===== config.mk =====
export PLATFORM = sky130hd
export DESIGN_NAME = halt_wait_idle
export DESIGN_NICKNAME = d
export VERILOG_FILES = /design/src/rtl/idle_pkg.sv /design/src/rtl/hw_sync.sv /design/src/rtl/idle_fsm.sv /design/src/rtl/halt_wait_idle.sv
export SDC_FILE = /design/constraint.sdc
export NUM_CORES = 1
export LEC_CHECK = 0
export BUFFER_PORTS_ARGS = -buffer_cell sky130_fd_sc_hd__buf_4
export CAP_MARGIN = 20
export CORE_AREA = 2 2 39 41
export CTS_CLUSTER_DIAMETER = 40
export DETAILED_ROUTE_END_ITERATION = 6
export DIE_AREA = 0 0 41 43
export GPL_ROUTABILITY_DRIVEN = 1
export PLACE_DENSITY = 0.46
export SLEW_MARGIN = 10
export SYNTH_ARGS = -nofsm -noshare
export SYNTH_HDL_FRONTEND = slang
export SYNTH_SLANG_ARGS = --single-unit

===== constraint.sdc =====
create_clock -name clk -period 0.8 [get_ports clk]
set_input_delay 0.04 -clock clk [delete_from_list [all_inputs] [get_ports clk]]
set_output_delay 0.04 -clock clk [all_outputs]
set_load 0.02 [all_outputs]

===== src/rtl/idle_pkg.sv =====
package idle_pkg;
  typedef enum logic [1:0] {
    ST_RUN  = 2'd0,
    ST_HALT = 2'd1,
    ST_WAIT = 2'd2
  } idle_state_e;

  localparam int unsigned SYNC_DEPTH_DEFAULT = 2;
endpackage


===== src/rtl/hw_sync.sv =====
module hw_sync #(
  parameter int unsigned        WIDTH   = 1,
  parameter int unsigned        STAGES  = 2,
  parameter logic [WIDTH-1:0]   RST_VAL = '0
) (
  input  logic             clk,
  input  logic             rst_n,
  input  logic [WIDTH-1:0] d,
  output logic [WIDTH-1:0] q
);
  localparam int unsigned LAST = STAGES - 1;

  logic [WIDTH-1:0] pipe_q [STAGES];

  genvar g;
  generate
    for (g = 0; g < STAGES; g++) begin : g_stage
      logic [WIDTH-1:0] stage_d;
      if (g == 0) begin : g_first
        assign stage_d = d;
      end else begin : g_next
        assign stage_d = pipe_q[g-1];
      end
      always_ff @(posedge clk or negedge rst_n) begin
        if (!rst_n) pipe_q[g] <= RST_VAL;
        else        pipe_q[g] <= stage_d;
      end
    end
  endgenerate

  assign q = pipe_q[LAST];
endmodule


===== src/rtl/idle_fsm.sv =====
module idle_fsm
  import idle_pkg::*;
(
  input  logic clk,
  input  logic rst_n,
  input  logic halt_cmd,
  input  logic wait_cmd,
  input  logic test_s,
  input  logic irq_s,
  input  logic if_flag,
  output logic fetch_en,
  output logic resume_next,
  output logic take_irq
);
  idle_state_e state_q, state_d;
  logic        resume_q, resume_d;
  logic        irq_q, irq_d;

  always_comb begin
    state_d  = state_q;
    resume_d = 1'b0;
    irq_d    = 1'b0;
    unique case (state_q)
      ST_RUN: begin
        if (halt_cmd) begin
          state_d = ST_HALT;
        end else if (wait_cmd) begin
          if (test_s) state_d  = ST_WAIT;
          else        resume_d = 1'b1;
        end
      end
      ST_HALT: begin
        if (irq_s && if_flag) begin
          state_d = ST_RUN;
          irq_d   = 1'b1;
        end
      end
      ST_WAIT: begin
        if (!test_s) begin
          state_d  = ST_RUN;
          resume_d = 1'b1;
        end
      end
      default: state_d = ST_RUN;
    endcase
  end

  always_ff @(posedge clk or negedge rst_n) begin
    if (!rst_n) begin
      state_q  <= ST_RUN;
      resume_q <= 1'b0;
      irq_q    <= 1'b0;
    end else begin
      state_q  <= state_d;
      resume_q <= resume_d;
      irq_q    <= irq_d;
    end
  end

  assign fetch_en    = (state_q == ST_RUN);
  assign resume_next = resume_q;
  assign take_irq    = irq_q;


  halt_enters_idle_chk: assert property (@(posedge clk) disable iff (!rst_n)
    (fetch_en && halt_cmd) |=> !fetch_en);

  masked_irq_stays_chk: assert property (@(posedge clk) disable iff (!rst_n)
    (state_q == ST_HALT && !if_flag) |=> (!fetch_en && !take_irq));

  take_irq_single_chk: assert property (@(posedge clk) disable iff (!rst_n)
    take_irq |=> !take_irq);

  fast_wait_chk: assert property (@(posedge clk) disable iff (!rst_n)
    (fetch_en && !halt_cmd && wait_cmd && !test_s) |=> (fetch_en && resume_next));

  irq_only_from_halt_chk: assert property (@(posedge clk) disable iff (!rst_n)
    (state_q == ST_WAIT) |=> !take_irq);

  pulses_exclusive_chk: assert property (@(posedge clk) disable iff (!rst_n)
    !(resume_next && take_irq));

  wait_exit_chk: assert property (@(posedge clk) disable iff (!rst_n)
    (state_q == ST_WAIT && !test_s) |=> (fetch_en && resume_next));
endmodule


===== src/rtl/halt_wait_idle.sv =====
module halt_wait_idle
  import idle_pkg::*;
#(
  parameter int unsigned SYNC_STAGES = SYNC_DEPTH_DEFAULT,
  parameter int unsigned RST_STAGES  = 2
) (
  input  logic clk,
  input  logic rst_n,
  input  logic halt_cmd,
  input  logic wait_cmd,
  input  logic test_n,
  input  logic irq_req,
  input  logic if_flag,
  output logic fetch_en,
  output logic resume_next,
  output logic take_irq
);
  localparam int unsigned ASYNC_W = 2;
  localparam logic [ASYNC_W-1:0] ASYNC_RST = 2'b10; // {test_n idle high, irq low}

  logic                rst_n_int;
  logic [ASYNC_W-1:0]  async_s;

  hw_sync #(.WIDTH(1), .STAGES(RST_STAGES), .RST_VAL(1'b0)) u_rst_sync (
    .clk   (clk),
    .rst_n (rst_n),
    .d     (1'b1),
    .q     (rst_n_int)
  );

  hw_sync #(.WIDTH(ASYNC_W), .STAGES(SYNC_STAGES), .RST_VAL(ASYNC_RST)) u_in_sync (
    .clk   (clk),
    .rst_n (rst_n_int),
    .d     ({test_n, irq_req}),
    .q     (async_s)
  );

  idle_fsm u_fsm (
    .clk         (clk),
    .rst_n       (rst_n_int),
    .halt_cmd    (halt_cmd),
    .wait_cmd    (wait_cmd),
    .test_s      (async_s[1]),
    .irq_s       (async_s[0]),
    .if_flag     (if_flag),
    .fetch_en    (fetch_en),
    .resume_next (resume_next),
    .take_irq    (take_irq)
  );


  reset_runs_chk: assert property (@(posedge clk) !rst_n |-> (fetch_en && !resume_next && !take_irq));
endmodule


==> metrics.yaml <==
critical_path:
  endpoint_kind: "output pin"
  worstReg2RegStart: "u_fsm.state_q[0]$_DFFE_PN0P_"
  critPathSlowestCell: "dfrtp_1"
  setup.worst_path.start_class: "register"
  regToRegSetupSlack_ns: -0.13
  timing.reg2reg.worst_path_depth: 4
  worst-setup-path-type: "reg -> out"
  top_fanout_value_on_the_critical_path: 2
  sequence_of_cells_on_the_critical_path: "nor2_1 > buf_4"
  arrival_ns: 0.90
  slowest_delay_ns: 0.38
  timing.critical_path.buf_inv: 1
  crit_family: "flip-flops"
  r2r-end: "u_fsm.state_q[1]$_DFFE_PN0P_"
  worst_ep_required_time_ns: 0.76
clocking:
  tritoncts_clock_tree: "built"
  clockBufferDepth: 2
  inserted_clock_buffers: 3
  clock_insertion_delay_worst_skew_ns: 0.26
  htree_levels: 1
  clock_tree.root_cell: "clkbuf_4"
  clk_pin_slew_worst_paths_ns: 0.06
  cts_sinks: 10
drt:
  antenna_violating_nets_post_route: 0
  vias: 217
  route.final.wire_length_um: 545
  drt_drc_violations_left: 0
  vias_per_cell: 3.875
  drt_iter0_markers: 0
  drtPass1Iterations: 1
  routedWlPerCell_um: 9.732
die:
  die_height_um: 43
  placement_rows: 14
  number_of_placed_i_o_pins: 10
  initial_utilization_pct: 23.06
  fp.dieW_um: 41
  design.die.area_um2: 1763
  fp.coreArea_um2: 1384
timing:
  totalNegativeSetupSlack_ns: -0.5315
  achievable-frequency_mhz: 1068
  finalCritPeriodShare_pct: 117.1
  hold_viol: 0
  fin_worst_hold_slack_ns: 0.05295
  finalCriticalPeriod_ns: 0.9365
  timing_max_transition_violations_final: 0
  setup_viol: 5
  finalWorstSetupSlack_ns: -0.1365
  timing.clock.skew_ns: 0.002029
  rsz0062_at_grt: "true"
finish:
  drive_gt1_share_pct: 65.00
  fin_nets: 48
  finalInstanceArea_um2: 543.0
  antenna_diodes: 0
  areaGrowthSynthToFinish_pct: 70.20
  most-common-layout-cells: "9 x buf_4, 8 x dfrtp_1, 4 x dlygate4sd3_1"
  layout_commonest_cell: "buf_4"
global_routing:
  grt_antenna_before_repair: 0
  global_route.overflow_total: 0
  via_count_of_the_first_global_routing_pass: 239
  grt_use_total_pct: 8.461
  global_route_wire_length_before_repair_um: 924
  largest_net_degree_at_the_start_of_global_routing: 9
job:
  max-cap-violations: 0
power_and_ir_drop:
  power.share.combinational_pct: 16.1
  power.leakage_uw: 0.0002549
  switching_share_pct: 21.88
  internal-power_uw: 933.9
  p_per_area_nw_per_um2: 2202
  clock_power_share_pct: 36.7
  pwr-share-seq_pct: 47.2
  power.net_switching_uw: 261.7
  post_route_total_power_uw: 1196
  power.ir.vdd_worst_uv: 944.9
outcome:
  status: "complete, but fails checks"
  violations_in_the_final_reports: "negative setup slack"
synth:
  synth_area_leaders: "dfrtp_1 63%, dfstp_2 16%, nand2b_4 4.3%, and4_2 3.1%, a311oi_1 2.7%"
  yosys_warnings: 0
  netlist.area_leader.share_pct: 62.75
  yosys.cell_types.count: 11
  synth_cells: 20
  ys_seq_elements: 10
  synth_area_leader_cell: "dfrtp_1"
  netlist_area_um2: 319.1
  sequential_cell_area_fraction_in_the_yosys_report_pct: 79.22
  synthesis.nets: 27
  syn-mean-instance-area_um2: 15.95
hold_path:
  min_to: "u_fsm.state_q[1]$_DFFE_PN0P_"
  timing.hold.worst.start: "wait_cmd"
  holdCritPathClass: "in -> reg"
  worstHoldPathCells: 3
placement:
  place.detailed.hpwl_um: 365.5
  dp_worst_setup_slack_ns: -0.003894
  postPlaceCellArea_um2: 406.6
  port_buffers: 9
  place_congestion: 0.5883
metrics by stage:
step	utilization (%)	cells
after floorplan	-	20
after global placement	29.39	45
after detailed placement	29.39	45
after CTS	37.61	55
after global routing	39.24	56
final	39.24	56
layout make-up:
class | instances | area, um^2
fill | 129 | 840.8
timing repair buffer | 16 | 141.4
clock buffer | 4 | 36.28
sequential | 10 | 252.7
tap | 16 | 20.02
multi-input combinational | 9 | 88.84
inverter | 1 | 3.754
synthesized netlist by cell type:
library cell  n
dfrtp_1       8
dfstp_2       2
nor2_1        2
a211oi_1      1
a21oi_1       1
a311oi_1      1
and4_2        1
conb_1        1
inv_1         1
nand2b_1      1
nand2b_4      1
per-layer routing:
metal / vias to the layer above / global-route usage (%) / wire, um
li1: 106 / - / -
met1: 102 / 8.108 / 222
met2: 9 / 12.81 / 272
met3: 0 / 3.141 / 50
met4: 0 / 8.000 / 0
met5: - / 0 / 0
worst reg2reg max path, cell delays in order, from the launching register on:
cell and delay, ns:
dfrtp_1 0.38, buf_4 0.14, buf_6 0.12, nand2b_4 0.13, a21oi_2 0.09
cells by family (layout without fill, tap and decap cells):
group	Yosys count	count (layout)	share of synthesized area, %
compound gates	3	3	6.667
flops	10	10	79.21
simple gates	5	5	11.77
buf+inv	1	21	1.175
other cells	1	1	1.175
registers in the layout (all words and copies together) (netlist names):
signal and flops:
u_fsm.state_q 2, u_in_sync.q 2, u_rst_sync.q 1, u_rst_sync.g_stage.stage_d 1
u_in_sync.g_stage.stage_d 2, u_fsm.resume_next 1, u_fsm.take_irq 1
power groups by stage:
stage          combinational [uW]  sequential [uW]  clock [uW]
2_1_floorplan                40.6              579           0
3_3_place_gp                  100              576           0
3_5_place_dp                  102              578           0
4_1_cts                       161              563         457
5_1_grt                       210              569         484
6_report                      193              564         439
repair_timing:
action | in CTS | in global routing
setup endpoints to repair | 4 | 7
hold buffers | 4 | 0
pin swaps | 2 | 0
hold endpoints to repair | 5 | 0
buffers inserted | 2 | 1
resized for setup | 7 | 3
worst max path at each step:
stage / start / end / slack (ns) / cells past startpoint
after detailed placement: u_fsm.state_q[0]$_DFFE_PN0P_ / u_fsm.state_q[0]$_DFFE_PN0P_ / -0.004 / 2
after CTS: u_fsm.state_q[0]$_DFFE_PN0P_ / fetch_en / -0.14 / 2
after global routing: u_fsm.state_q[0]$_DFFE_PN0P_ / fetch_en / -0.20 / 2
after global placement: u_fsm.state_q[0]$_DFFE_PN0P_ / u_fsm.state_q[0]$_DFFE_PN0P_ / 0.04 / 2
after floorplan: u_fsm.state_q[0]$_DFFE_PN0P_ / fetch_en / 0.06 / 1
final: u_fsm.state_q[1]$_DFFE_PN0P_ / fetch_en / -0.14 / 2
Note: power is estimated with default switching activity, not from simulation.
